===== src/rtl/tmr_pkg.sv =====
package tmr_pkg;

    // Window layout (byte offsets); software decodes these
    localparam int unsigned OFF_OCTL    = 0;
    localparam int unsigned OFF_START   = 4;
    localparam int unsigned OFF_CH0     = 8;
    localparam int unsigned OFF_CH1     = 20;
    localparam int unsigned OFF_CH2     = 32;
    localparam int unsigned OFF_WIN_END = 48;

    // Control word fields
    localparam int unsigned SEL_W       = 3;
    localparam int unsigned CTL_IE_BIT  = 5;
    localparam int unsigned CTL_FLG_BIT = 8;

    typedef enum logic [1:0] {
        TGT_NONE  = 2'd0,
        TGT_OCTL  = 2'd1,
        TGT_START = 2'd2,
        TGT_CHAN  = 2'd3
    } tgt_e;

    typedef enum logic [1:0] {
        CR_RELOAD = 2'd0,
        CR_COUNT  = 2'd1,
        CR_CTRL   = 2'd2,
        CR_CAPT   = 2'd3
    } creg_e;

    typedef struct packed {
        tgt_e       tgt;
        logic [1:0] ch;
        creg_e      creg;
    } dec_t;

endpackage


===== src/rtl/tmr_prescaler.sv =====
module tmr_prescaler #(
    parameter int unsigned NSEL = 5
) (
    input  logic            clk,
    input  logic            rst_n,
    output logic [NSEL-1:0] tick
);
    localparam int unsigned PW = 2 * NSEL;

    logic [PW-1:0] cnt_d, cnt_q;

    always_comb begin
        cnt_d = cnt_q + PW'(1);
    end

    always_ff @(posedge clk) begin
        if (!rst_n) cnt_q <= '0;
        else        cnt_q <= cnt_d;
    end

    // Rate k fires once every 4^(k+1) cycles
    for (genvar k = 0; k < NSEL; k++) begin : g_tick
        assign tick[k] = &cnt_q[2*k+1:0];
        if (k > 0) begin : g_nest
            // a slower rate only fires together with every faster rate
            a_r5_tick_nested: assert property (@(posedge clk) disable iff (!rst_n)
                tick[k] |-> tick[k-1]);
        end
    end

endmodule


===== src/rtl/tmr_decode.sv =====
module tmr_decode
    import tmr_pkg::*;
#(
    parameter int unsigned ADDR_W   = 8,
    parameter bit          HAS_CH2  = 1'b1,
    parameter bit          HAS_OCTL = 1'b1
) (
    input  logic [ADDR_W-1:0] addr,
    output dec_t              dec
);
    localparam logic [ADDR_W-1:0] A_OCTL  = ADDR_W'(OFF_OCTL);
    localparam logic [ADDR_W-1:0] A_START = ADDR_W'(OFF_START);
    localparam logic [ADDR_W-1:0] A_CH0   = ADDR_W'(OFF_CH0);
    localparam logic [ADDR_W-1:0] A_CH1   = ADDR_W'(OFF_CH1);
    localparam logic [ADDR_W-1:0] A_CH2   = ADDR_W'(OFF_CH2);
    localparam logic [ADDR_W-1:0] A_END   = ADDR_W'(OFF_WIN_END);

    always_comb begin
        dec.tgt  = TGT_NONE;
        dec.ch   = 2'd0;
        dec.creg = CR_RELOAD;
        if (addr[1:0] != 2'b00) begin
            dec.tgt = TGT_NONE;
        end else if (addr >= A_END) begin
            dec.tgt = TGT_NONE;
        end else if (addr >= A_CH2) begin
            if (HAS_CH2) begin
                dec.tgt  = TGT_CHAN;
                dec.ch   = 2'd2;
                dec.creg = creg_e'(2'((addr - A_CH2) >> 2));
            end
        end else if (addr >= A_CH1) begin
            dec.tgt  = TGT_CHAN;
            dec.ch   = 2'd1;
            dec.creg = creg_e'(2'((addr - A_CH1) >> 2));
        end else if (addr >= A_CH0) begin
            dec.tgt  = TGT_CHAN;
            dec.ch   = 2'd0;
            dec.creg = creg_e'(2'((addr - A_CH0) >> 2));
        end else if (addr == A_START) begin
            dec.tgt = TGT_START;
        end else if (addr == A_OCTL && HAS_OCTL) begin
            dec.tgt = TGT_OCTL;
        end
    end

endmodule


===== src/rtl/tmr_channel.sv =====
module tmr_channel
    import tmr_pkg::*;
#(
    parameter int unsigned DW       = 32,
    parameter int unsigned NSEL     = 5,
    parameter bit          HAS_CAPT = 1'b0
) (
    input  logic            clk,
    input  logic            rst_n,
    input  logic            run,
    input  logic [NSEL-1:0] tick_vec,
    input  logic            wr_reload,
    input  logic            wr_count,
    input  logic            wr_ctrl,
    input  logic            wr_capt,
    input  logic [DW-1:0]   wdata,
    output logic [DW-1:0]   reload_rd,
    output logic [DW-1:0]   count_rd,
    output logic [DW-1:0]   ctrl_rd,
    output logic [DW-1:0]   capt_rd,
    output logic            irq
);
    localparam logic [SEL_W-1:0] SEL_LIMIT = SEL_W'(NSEL);

    typedef struct packed {
        logic [DW-1:0]    reload;
        logic [DW-1:0]    count;
        logic [SEL_W-1:0] sel;
        logic             ie;
        logic             flag;
    } ch_st_t;

    ch_st_t st_d, st_q;
    logic   tick_sel;
    logic   step;
    logic   underflow;

    always_comb begin
        tick_sel  = 1'b0;
        for (int k = 0; k < NSEL; k++) begin
            if (st_q.sel == SEL_W'(k)) tick_sel = tick_vec[k];
        end
        if (st_q.sel >= SEL_LIMIT) tick_sel = 1'b0;
        step      = run & tick_sel;
        underflow = step && (st_q.count == '0);
    end

    always_comb begin
        st_d = st_q;
        if (step) begin
            st_d.count = underflow ? st_q.reload : st_q.count - DW'(1);
        end
        if (underflow) st_d.flag = 1'b1;
        if (wr_reload) st_d.reload = wdata;
        if (wr_count)  st_d.count  = wdata;
        if (wr_ctrl) begin
            st_d.sel = wdata[SEL_W-1:0];
            st_d.ie  = wdata[CTL_IE_BIT];
            // a fresh underflow outranks a clearing write
            if (!wdata[CTL_FLG_BIT] && !underflow) st_d.flag = 1'b0;
        end
    end

    always_ff @(posedge clk) begin
        if (!rst_n) begin
            st_q.reload <= '1;
            st_q.count  <= '1;
            st_q.sel    <= '0;
            st_q.ie     <= 1'b0;
            st_q.flag   <= 1'b0;
        end else begin
            st_q <= st_d;
        end
    end

    assign reload_rd = st_q.reload;
    assign count_rd  = st_q.count;
    assign ctrl_rd   = {{(DW-9){1'b0}}, st_q.flag, 2'b00, st_q.ie, 2'b00, st_q.sel};
    assign irq       = st_q.flag & st_q.ie;

    if (HAS_CAPT) begin : g_capt
        logic [DW-1:0] capt_d, capt_q;
        always_comb begin
            capt_d = capt_q;
            if (wr_capt) capt_d = wdata;
        end
        always_ff @(posedge clk) begin
            if (!rst_n) capt_q <= '0;
            else        capt_q <= capt_d;
        end
        assign capt_rd = capt_q;
    end else begin : g_no_capt
        logic unused_capt;
        assign unused_capt = wr_capt;
        assign capt_rd     = '0;
    end

    // an underflow reloads the count from the value held before it
    a_r6_reload: assert property (@(posedge clk) disable iff (!rst_n)
        (underflow && !wr_count) |=> (st_q.count == $past(st_q.reload)));

    // the flag is set after any underflow, whatever software wrote
    a_r8_flag_wins: assert property (@(posedge clk) disable iff (!rst_n)
        underflow |=> st_q.flag);

    // only a control write can drop the flag
    a_r5_flag_sticky: assert property (@(posedge clk) disable iff (!rst_n)
        (st_q.flag && !wr_ctrl) |=> st_q.flag);

    // a stopped channel keeps its count
    a_r10_hold: assert property (@(posedge clk) disable iff (!rst_n)
        (!run && !wr_count) |=> $stable(st_q.count));

endmodule


===== src/rtl/tmr_unit.sv =====
module tmr_unit
    import tmr_pkg::*;
#(
    parameter int unsigned ADDR_W   = 8,
    parameter int unsigned DW       = 32,
    parameter int unsigned NSEL     = 5,
    parameter bit          HAS_CH2  = 1'b1,
    parameter bit          HAS_OCTL = 1'b1
) (
    input  logic              clk,
    input  logic              rst_n,
    input  logic              bus_en,
    input  logic              bus_we,
    input  logic [ADDR_W-1:0] bus_addr,
    input  logic [DW-1:0]     bus_wdata,
    output logic [DW-1:0]     bus_rdata,
    output logic              bus_err,
    output logic              out_ctl,
    output logic [2:0]        tmr_irq
);
    localparam int unsigned NCH = 3;

    typedef struct packed {
        logic           octl;
        logic [NCH-1:0] start;
        logic [DW-1:0]  rdata;
        logic           err;
    } top_st_t;

    top_st_t         st_d, st_q;
    dec_t            dec;
    logic [NSEL-1:0] tick;
    logic            bad;
    logic            wr_ok;
    logic [NCH-1:0]  wr_reload, wr_count, wr_ctrl, wr_capt;
    logic [DW-1:0]   rd_mux;
    logic [DW-1:0]   ch_reload [NCH];
    logic [DW-1:0]   ch_count  [NCH];
    logic [DW-1:0]   ch_ctrl   [NCH];
    logic [DW-1:0]   ch_capt   [NCH];

    tmr_decode #(
        .ADDR_W   (ADDR_W),
        .HAS_CH2  (HAS_CH2),
        .HAS_OCTL (HAS_OCTL)
    ) u_dec (
        .addr (bus_addr),
        .dec  (dec)
    );

    tmr_prescaler #(.NSEL(NSEL)) u_presc (
        .clk   (clk),
        .rst_n (rst_n),
        .tick  (tick)
    );

    always_comb begin
        bad = bus_en && ((dec.tgt == TGT_NONE) ||
              ((dec.tgt == TGT_START) && bus_we && !HAS_CH2 && bus_wdata[2]));
        wr_ok = bus_en && bus_we && !bad;
    end

    always_comb begin
        rd_mux = '0;
        case (dec.tgt)
            TGT_OCTL:  rd_mux = {{(DW-1){1'b0}}, st_q.octl};
            TGT_START: rd_mux = {{(DW-NCH){1'b0}}, st_q.start};
            TGT_CHAN: begin
                for (int i = 0; i < NCH; i++) begin
                    if (dec.ch == 2'(i)) begin
                        case (dec.creg)
                            CR_RELOAD: rd_mux = ch_reload[i];
                            CR_COUNT:  rd_mux = ch_count[i];
                            CR_CTRL:   rd_mux = ch_ctrl[i];
                            default:   rd_mux = ch_capt[i];
                        endcase
                    end
                end
            end
            default: rd_mux = '0;
        endcase
    end

    always_comb begin
        st_d      = st_q;
        st_d.err  = bad;
        wr_reload = '0;
        wr_count  = '0;
        wr_ctrl   = '0;
        wr_capt   = '0;
        if (wr_ok) begin
            case (dec.tgt)
                TGT_OCTL:  st_d.octl  = bus_wdata[0];
                TGT_START: st_d.start = bus_wdata[NCH-1:0];
                TGT_CHAN: begin
                    case (dec.creg)
                        CR_RELOAD: wr_reload[dec.ch] = 1'b1;
                        CR_COUNT:  wr_count[dec.ch]  = 1'b1;
                        CR_CTRL:   wr_ctrl[dec.ch]   = 1'b1;
                        default:   wr_capt[dec.ch]   = (dec.ch == 2'd2);
                    endcase
                end
                default: ;
            endcase
        end
        if (bus_en && !bus_we) st_d.rdata = bad ? '0 : rd_mux;
    end

    always_ff @(posedge clk) begin
        if (!rst_n) begin
            st_q <= '0;
        end else begin
            st_q <= st_d;
        end
    end

    for (genvar i = 0; i < NCH; i++) begin : g_ch
        if (i < 2 || HAS_CH2) begin : g_on
            tmr_channel #(
                .DW       (DW),
                .NSEL     (NSEL),
                .HAS_CAPT (i == 2)
            ) u_ch (
                .clk       (clk),
                .rst_n     (rst_n),
                .run       (st_q.start[i]),
                .tick_vec  (tick),
                .wr_reload (wr_reload[i]),
                .wr_count  (wr_count[i]),
                .wr_ctrl   (wr_ctrl[i]),
                .wr_capt   (wr_capt[i]),
                .wdata     (bus_wdata),
                .reload_rd (ch_reload[i]),
                .count_rd  (ch_count[i]),
                .ctrl_rd   (ch_ctrl[i]),
                .capt_rd   (ch_capt[i]),
                .irq       (tmr_irq[i])
            );
        end else begin : g_off
            logic unused_off;
            assign unused_off   = ^{wr_reload[i], wr_count[i], wr_ctrl[i],
                                    wr_capt[i], st_q.start[i]};
            assign ch_reload[i] = '0;
            assign ch_count[i]  = '0;
            assign ch_ctrl[i]   = '0;
            assign ch_capt[i]   = '0;
            assign tmr_irq[i]   = 1'b0;
        end
    end

    assign bus_rdata = st_q.rdata;
    assign bus_err   = st_q.err;
    assign out_ctl   = st_q.octl;

    // an error response always answers a request of the cycle before
    a_r9_err_needs_req: assert property (@(posedge clk) disable iff (!rst_n)
        bus_err |-> $past(bus_en));

    // a rejected write leaves the shared registers untouched
    a_r9_bad_write_ignored: assert property (@(posedge clk) disable iff (!rst_n)
        (bus_en && bus_we && bad) |=> ($stable(st_q.start) && $stable(st_q.octl)));

    // without channel 2 its run bit can never become set
    a_r3_no_third_run: assert property (@(posedge clk) disable iff (!rst_n)
        (!HAS_CH2) |-> (st_q.start[2] == 1'b0));

    // read data moves only in answer to a read
    a_r11_rdata_hold: assert property (@(posedge clk) disable iff (!rst_n)
        !$past(bus_en && !bus_we) |-> $stable(bus_rdata));

endmodule


===== config.mk =====
export PLATFORM = sky130hd
export DESIGN_NAME = tmr_unit
export DESIGN_NICKNAME = d
export VERILOG_FILES = /design/src/rtl/tmr_pkg.sv /design/src/rtl/tmr_prescaler.sv /design/src/rtl/tmr_decode.sv /design/src/rtl/tmr_channel.sv /design/src/rtl/tmr_unit.sv
export SDC_FILE = /design/constraint.sdc
export NUM_CORES = 1
export LEC_CHECK = 0
export ABC_AREA = 1
export BUFFER_PORTS_ARGS = -buffer_cell sky130_fd_sc_hd__buf_4
export CAP_MARGIN = 20
export CORE_MARGIN = 2
export CORE_UTILIZATION = 60
export CTS_BUF_LIST = sky130_fd_sc_hd__clkbuf_4 sky130_fd_sc_hd__clkbuf_8 sky130_fd_sc_hd__clkbuf_16
export DETAILED_ROUTE_END_ITERATION = 6
export HOLD_SLACK_MARGIN = 0.03
export PLACE_DENSITY = 0.8
export SLEW_MARGIN = 20
export SYNTH_ARGS = -nofsm -noshare
export SYNTH_HDL_FRONTEND = slang
export SYNTH_SLANG_ARGS = --single-unit

===== constraint.sdc =====
create_clock -name clk -period 2.9 [get_ports clk]
set_clock_uncertainty 0.15 [all_clocks]
set_input_delay 0 -clock clk [delete_from_list [all_inputs] [get_ports clk]]
set_output_delay 0 -clock clk [all_outputs]
set_load 0.005 [all_outputs]

==> metrics.md, run 1 <==
| Metric | Value |
|---|---|
| Final setup viols | 0 |
| HP Start | bus_wdata[12] |
| Cell Int Power | 6.47 mW |
| Buffers on Ports | 80 |
| Req. time, crit path | 3160 ps |
| Seq pwr share | 46.5% |
| Filler cells | 2,161 |
| Worst setup margin | 123 ps |
| Root Buffer Master | clkbuf_16 |
| Worst hold path depth | 4 |
| Sequential cell area | 5730 um2 |
| Fmax | 0.360 GHz |
| Pwr Density | 454 nW/um2 |
| CP Capture Type | register |
| Power, Total | 8.48 mW |
| Drt pass-1 iters | 7 |
| Max transition margin | 56.5% |
| Hold EP | g_ch[0].g_on.u_ch.reload_rd[12] |
| Post-DP HPWL | 39.2 mm |
| Sw frac | 23.7% |
| Total track usage | 39.4% |
| Number of CTS-inserted buffers | 31 |
| Reg clk slew, reported paths | 60 ps |
| First DRT Iteration DRCs | 2,782 |
| Slew of the pin with the lowest slew margin | ~650 ps |
| Synth unique cells | 52 |
| Met3 routed WL | 7.33 mm |
| Wire length on met2 | 24.2 mm |
| Nets | 2,473 |
| Antenna cell count | 0 |
| Combinational share of power | 5.5% |
| Switching power | around 2 mW |
| Pre-CTS setup slack | -74.4 ps |
| Crit Path Class | in -> reg |
| DRT met1 WL | 24.0 mm |
| # rows | 59 |
| Via count | 17,500 |
| Mapped cell area | 15,900 um2 |
| Sink Count | 286 |
| Grt ovf | 0 |
| Startpoint types | input pin |
| Launch point of the worst reg-to-reg path | g_ch[2].g_on.u_ch.count_rd[0] |
| Routability cong. | 0.999 |
| Synth Instances | 2,335 |
| Post-detailed-route via-to-cell ratio | 6.30 |
| CP max-delay cell | dlygate4sd3_1 |
| Yosys reg bits | 286 |
| Tcrit/Tclk final | 95.8% |
| Max-cap viol count | 0 |
| WL final | slightly below 60 mm |
| Synth area leader | dfxtp_1 |
| Die area | between 20,000 and 30,000 um2 |
| Core Area | 26,100 um2 |
| Initial antenna violation count | 0 |
| EDFF count, synth | 0 |
| Leak Pwr | 8.46 nW |
| Antenna viol nets, final | 0 |
| Min-Delay Path Class | in -> reg |
| Synthesized Nets | 2,387 |
| Setup TNS | 0 ps |
| CP Max Fanout | 28 |
| Cells along the critical path | dlygate4sd3_1 -> buf_4 -> nor2_4 -> nand4_1 -> dlygate4sd3_1 -> buf_4 -> inv_1 -> nand3_2 -> buf_4 -> o211ai_1 -> o211ai_1 |
| Cell mode on critical path | buf_4 |
| Die Ht | 167 um |
| Register area share after synthesis | a little over a third |
| CP arrival | 3040 ps |
| Fin util | 71.7% |
| DR WL/cell | 20.8 um |
| Dominant synthesized flop cell | dfxtp_1 |
| Synth top area share | 36.0% |
| Share of layout cells above drive strength 1 | 11.6% |
| Multi-input combinational cell area | 8760 um2 |
| Initial Util | 61.0% |
| Synth area leaders | dfxtp_1 36%, nand2_1 10%, o21ai_0 9.3%, a21oi_1 6.5%, inv_1 5.5% |
| CTS tree | yes |
| IO Pins | 81 |
| First-pass GRT wire length | 88.0 mm |
| Worst skew pair latency | 580 ps |
| Reg2reg path depth | 15 |
| Htree depth | 1 |
| Flop2flop setup slack | around 130 ps |
| Area delta synth->final | 17.6% |
| DRC | 0 |
| Uppermost layer routed | met4 |
| RR Endpoint | g_ch[2].g_on.u_ch.count_rd[16] |
| Final Max Tran Viols | 0 |
| Power share of the clock group | ~48% |
| Largest net degree at the start of global routing | 145 |
| Syn avg cell area | between 6 and 7 um2 |
| Ys Warns | 0 |
| Status | finished clean |
| Synth async-reset ratio | 0% |
| Commonest non-fill, non-tap cells in the layout | 438 x nand2_1, 296 x o21ai_0, 286 x dfxtp_1 |
| Die width | 167 um |
| Fin. Hold Viols | 0 |
| Max clock buf depth | 3 |
| Crit path time final | between 2000 and 3000 ps |
| Peak supply drop | 0.000588 V |
| Vias in the first global route | between 15,000 and 20,000 |
| Most common cell after layout, fill and taps aside | nand2_1 |
| Maximum single-stage delay on the critical path | 600 ps |
-- Yosys cell counts, drive strengths merged (2+ instances only) --
master   number
a21oi       207
a22oi         2
buf          53
clkbuf       88
clkinv        5
dfxtp       286
ha            8
inv         248
nand2       446
nand3       105
nand3b        7
nand4        43
nor2        181
nor3         42
nor4          7
o2111ai      18
o211ai      117
o21ai       351
o21bai        2
o221ai       20
o22ai         4
o31ai         3
or2           5
xnor2        18
xor2         62
-- through the flow --
step,instance area [um2],hold slack [ps],cells
after floorplan,15900,-23.6,2335
after global placement,16900,70.9,2669
after detailed placement,16900,79.0,2669
after CTS,18400,43.6,2768
after global routing,18700,73.1,2777
final,18700,56.2,2777
-- cell type report --
| class | instances | area share [%] |
|---|---|---|
| Multi-Input combinational cell | 1655 | 46.9 |
| Sequential cell | 286 | 30.6 |
| Timing Repair Buffer | 194 | 9.53 |
| Inverter | 253 | 5.19 |
| Clock buffer | 45 | 4.98 |
| Tap cell | 335 | 2.24 |
| Clock inverter | 9 | 0.555 |
-- what timing repair did --
action	4_1_cts	5_1_grt
setup endpoints to repair	24	138
buffers inserted	0	8
resized for setup	5	53
pin swaps	0	6
hold buffers	45	0
endpoints found under the hold margin	248	0
cloned	0	2
-- worst max-delay path: cells and delay by family --
family / cells / cell delay [ps]
buffers and inverters: 6 / 2090
AO/OA/AOI/OAI: 2 / 360
AND/OR/NAND/NOR: 3 / 570
-- cells by family (layout without fill, tap and decap cells) --
family                   Yosys count  count (layout)  share of synthesized area [%]
AO/OA/AOI/OAI                    729             729                           26.0
flip-flops                       286             286                           36.0
adder cells (fa/ha/maj)            8               8                          0.629
AND/OR/NAND/NOR                  838             838                           23.0
XOR/XNOR                          80              80                           4.41
buffers and inverters            394             501                           9.90
-- routing by layer --
metal / vias up / global-route usage, %
li1: 8078 / -
met5: - / 0
met3: 180 / 8.60
met1: 8073 / 57.5
met2: 1177 / 58.0
met4: 0 / 12.3
-- sequential cells by signal (all words and copies together), names as in the netlist --
name	flops
g_ch.g_on.u_ch.count_rd	96
g_ch.g_on.u_ch.reload_rd	96
bus_rdata	32
g_ch.g_on.u_ch.capt_rd	32
g_ch.g_on.u_ch.ctrl_rd	15
u_presc.cnt_q	10
st_q	3
bus_err	1
out_ctl	1
-- power by group through the flow --
stage | sequential [mW] | clock, mW | combinational (mW)
3_5_place_dp | 4.03 | 0 | 0.392
4_1_cts | 3.94 | 4.06 | 0.440
5_1_grt | 3.94 | 4.21 | 0.493
6_report | 3.94 | 4.07 | 0.470
2_1_floorplan | 4.03 | 0 | 0.202
3_3_place_gp | 4.03 | 0 | 0.389
-- how the worst max path moves through the flow --
stage	to	slack, ps	from	cells after the start
2_1_floorplan	g_ch[1].g_on.u_ch.count_rd[21]	510	g_ch[1].g_on.u_ch.count_rd[0]	14
3_3_place_gp	g_ch[2].g_on.u_ch.count_rd[12]	-40	g_ch[2].g_on.u_ch.count_rd[0]	13
3_5_place_dp	g_ch[2].g_on.u_ch.count_rd[2]	-70	g_ch[2].g_on.u_ch.count_rd[0]	13
4_1_cts	g_ch[0].g_on.u_ch.count_rd[24]	20	g_ch[0].g_on.u_ch.count_rd[1]	14
5_1_grt	g_ch[0].g_on.u_ch.count_rd[28]	-30	g_ch[0].g_on.u_ch.count_rd[1]	15
6_report	g_ch[2].g_on.u_ch.count_rd[14]	120	bus_addr[0]	11
Power figures use the tool's default switching activity.
==> run 2: changes to the inputs <==
--- a/config.mk
+++ b/config.mk
@@ -6,14 +6,15 @@
 export NUM_CORES = 1
 export LEC_CHECK = 0
 export ABC_AREA = 1
-export BUFFER_PORTS_ARGS = -buffer_cell sky130_fd_sc_hd__buf_4
 export CAP_MARGIN = 20
 export CORE_MARGIN = 2
 export CORE_UTILIZATION = 60
 export CTS_BUF_LIST = sky130_fd_sc_hd__clkbuf_4 sky130_fd_sc_hd__clkbuf_8 sky130_fd_sc_hd__clkbuf_16
 export DETAILED_ROUTE_END_ITERATION = 6
+export DONT_BUFFER_PORTS = 1
 export HOLD_SLACK_MARGIN = 0.03
-export PLACE_DENSITY = 0.8
+export MAX_ROUTING_LAYER = met4
+export PLACE_DENSITY = 0.78
 export SLEW_MARGIN = 20
 export SYNTH_ARGS = -nofsm -noshare
 export SYNTH_HDL_FRONTEND = slang
==> run 2 against run 1 <==
Effect of this change: combinational power shrank 2%; die area unchanged; register-to-register slack improved by 60 ps; via count rose by 3.5%; global-route usage rose by 4.7 points; flip-flop and latch count unchanged; count of clock-buffer cells in the layout rose by 1; core utilization grew 3.9 points; critical path type unchanged; cell count up 3.1%; largest cell class unchanged; cell area is 5.5% higher; highest routed layer unchanged.
==> metrics.md, run 2 (synthesized netlist as in run 1, its figures left out) <==
| Metric | Value |
|---|---|
| Fin. Hold Viols | 0 (unchanged) |
| Max-cap viol count | 0 (unchanged) |
| Most common cell after layout, fill and taps aside | nand2_1 |
| Startpoint types | input pin |
| Cell mode on critical path | dlygate4sd3_1 |
| CP bufs+invs | 7 (+1) |
| DRC | 0 (unchanged) |
| Share of layout cells above drive strength 1 | 8.20% (-3.4 points) |
| CTS tree | yes |
| Worst setup margin | 146 ps (+22.6 ps) |
| Peak supply drop | 0.000622 V (+5.7%) |
| Flop2flop setup slack | 190 ps (+60 ps) |
| Final instance area | 19,700 um2 (+5.5%) |
| First-pass GRT wire length | 94.6 mm (+7.6%) |
| Pre-CTS setup slack | 104 ps (+178 ps) |
| Buffers on Ports | 0 (-100%) |
| Grt ovf | 0 (unchanged) |
| Antenna viol nets, final | 0 (unchanged) |
| Routability cong. | 0.972 (-2.7%) |
| Post-detailed-route via-to-cell ratio | 6.33 (+0.38%) |
| RR Endpoint | g_ch[1].g_on.u_ch.count_rd[5] |
| Root Buffer Master | clkbuf_16 |
| Drt pass-1 iters | 7 (unchanged) |
| Via count | 18,100 (+3.5%) |
| Vias in the first global route | 17,100 (+8.6%) |
| Crit Path Class | in -> reg |
| Die Ht | 167 um (unchanged) |
| Crit-path leading delay family | buffers and inverters |
| Sink Count | 286 (unchanged) |
| Number of CTS-inserted buffers | 34 (+9.7%) |
| Reg clk slew, reported paths | 60 ps (about the same) |
| Req. time, crit path | 3160 ps (about the same) |
| Max clock buf depth | 3 (unchanged) |
| DP Cell Count | 2,596 (-2.7%) |
| Max transition margin | 35.2% (-21 points) |
| Reg2reg path depth | 14 (-1) |
| Core Area | 26,100 um2 (unchanged) |
| IO Pins | 81 (unchanged) |
| Final setup viols | 0 (unchanged) |
| HP Start | bus_addr[2] |
| First DRT Iteration DRCs | 2,783 (+0.036%) |
| Cells along the critical path | dlygate4sd3_1 -> nand4_1 -> buf_4 -> clkinvlp_4 -> buf_6 -> nand2_1 -> nor2_2 -> buf_4 -> o21ai_0 -> dlygate4sd3_1 -> a21oi_1 -> dlygate4sd3_1 |
| Cell Area, Placed | 16,300 um2 (-3.3%) |
| Hold EP | bus_rdata[3] |
| Post-DP HPWL | 38.7 mm (-1.1%) |
| Initial Util | 61.0% (unchanged) |
| Final Max Tran Viols | 0 (unchanged) |
| Final cell count without fillers | 2,862 (+3.1%) |
| Worst hold path depth | 7 (+3) |
| # rows | 59 (unchanged) |
| CP Max Fanout | 14 (-50%) |
| Min-Delay Path Class | in -> reg |
| Fmax | 0.363 GHz (+0.82%) |
| WL final | 61.5 mm (+6.5%) |
| CP Capture Type | register |
| Maximum single-stage delay on the critical path | 600 ps (about the same) |
| Launch point of the worst reg-to-reg path | u_presc.cnt_q[0] |
| Commonest non-fill, non-tap cells in the layout | 440 x nand2_1, 294 x o21ai_0, 286 x dfxtp_1 |
| Nets | 2,550 (+3.1%) |
| Htree depth | 2 (+1) |
| Leak Pwr | 8.47 nW (+0.20%) |
| DR WL/cell | 21.5 um (+3.4%) |
| Crit path time final | 2750 ps (-22.6 ps) |
| CP arrival | 3010 ps (-30 ps) |
| Pwr Density | 460 nW/um2 (+1.3%) |
| Die area | 27,800 um2 (unchanged) |
| Die width | 167 um (unchanged) |
| Total track usage | 44.1% (+4.7 points) |
| Initial antenna violation count | 3 (+3) |
| Largest net degree at the start of global routing | 105 (-28%) |
| CP max-delay cell | dlygate4sd3_1 |
| Tcrit/Tclk final | 95.0% (-0.78 points) |
| Area delta synth->final | 24.0% |
| Status | finished clean |
| Slew of the pin with the lowest slew margin | 972 ps (+320 ps) |
| Worst skew pair latency | 530 ps (-50 ps) |
run 2: changes by cell type in the layout (fill, tap and decap cells not counted), moves of 3 or more:
cell	before	now
dlygate4sd3_1	44	189
buf_4	129	61
clkbuf_4	6	2
clkinv_2	4	8
clkbuf_16	33	36
diode_2	0	3
nand3_1	95	98
nand3_2	9	6
nor3_1	36	39
nor3_2	5	2
run 2: cell type report:
type | instances | area (um2)
Fill cell | 2011 | 6340
Multi-Input combinational cell | 1655 | 8690
Clock inverter | 16 | 209
Clock buffer | 46 | 1010
Timing Repair Buffer | 268 | 2690
Tap cell | 335 | 419
Sequential cell | 286 | 5730
Inverter | 253 | 970
Antenna cell | 3 | 7.51
run 2: worst min-delay path: cells and delay by family:
family,cells,cell delay [ps]
and+or+nand+nor,3,350
buffers and inverters,1,50
AOI/OAI and AO/OA,3,250
run 2: worst max-delay path by stage:
stage,end,cells past startpoint,startpoint
2_1_floorplan,g_ch[1].g_on.u_ch.count_rd[21],14,g_ch[1].g_on.u_ch.count_rd[0]
3_3_place_gp,g_ch[2].g_on.u_ch.count_rd[26],15,g_ch[2].g_on.u_ch.count_rd[0]
3_5_place_dp,g_ch[2].g_on.u_ch.count_rd[26],15,g_ch[2].g_on.u_ch.count_rd[0]
4_1_cts,g_ch[2].g_on.u_ch.count_rd[26],15,g_ch[2].g_on.u_ch.count_rd[0]
5_1_grt,g_ch[2].g_on.u_ch.capt_rd[7],15,bus_addr[3]
6_report,g_ch[2].g_on.u_ch.ctrl_rd[0],12,bus_addr[5]
run 2: repair_timing:
| action | in CTS | in global routing |
|---|---|---|
| hold buffers | 192 | 0 |
| endpoints found under the hold margin | 286 | 0 |
| setup buffers | 0 | 8 |
| endpoints found under the setup margin | 0 | 173 |
| gates resized for setup | 0 | 38 |
run 2: power breakdown:
part / switching, mW / internal, mW
Clock: 1.83 / 2.83
Combinational: 0.316 / 0.144
Sequential: 0.00711 / 3.94
Total: 2.15 / 6.91
run 2: metrics by stage:
step | total power [mW] | setup TNS (ps) | util [%] | hold slack, ps
after floorplan | 4.23 | 0 | - | -23.6
after CTS | 9.00 | 0 | 74.9 | 30.5
final | 9.06 | 0 | 75.7 | 34.0
after detailed placement | 4.30 | 0 | 62.7 | -40.0
after global routing | 9.22 | -76.7 | 75.7 | 50.7
after global placement | 4.30 | 0 | 62.7 | -47.3
run 2: per-layer routing:
metal / vias to the layer above / wire (um) / track usage, %
met1: 8363 / 24100 / 58.0
met5: - / 0 / -
met4: 0 / 2560 / 16.8
met3: 232 / 8850 / 12.6
met2: 1278 / 26000 / 64.3
li1: 8240 / - / -
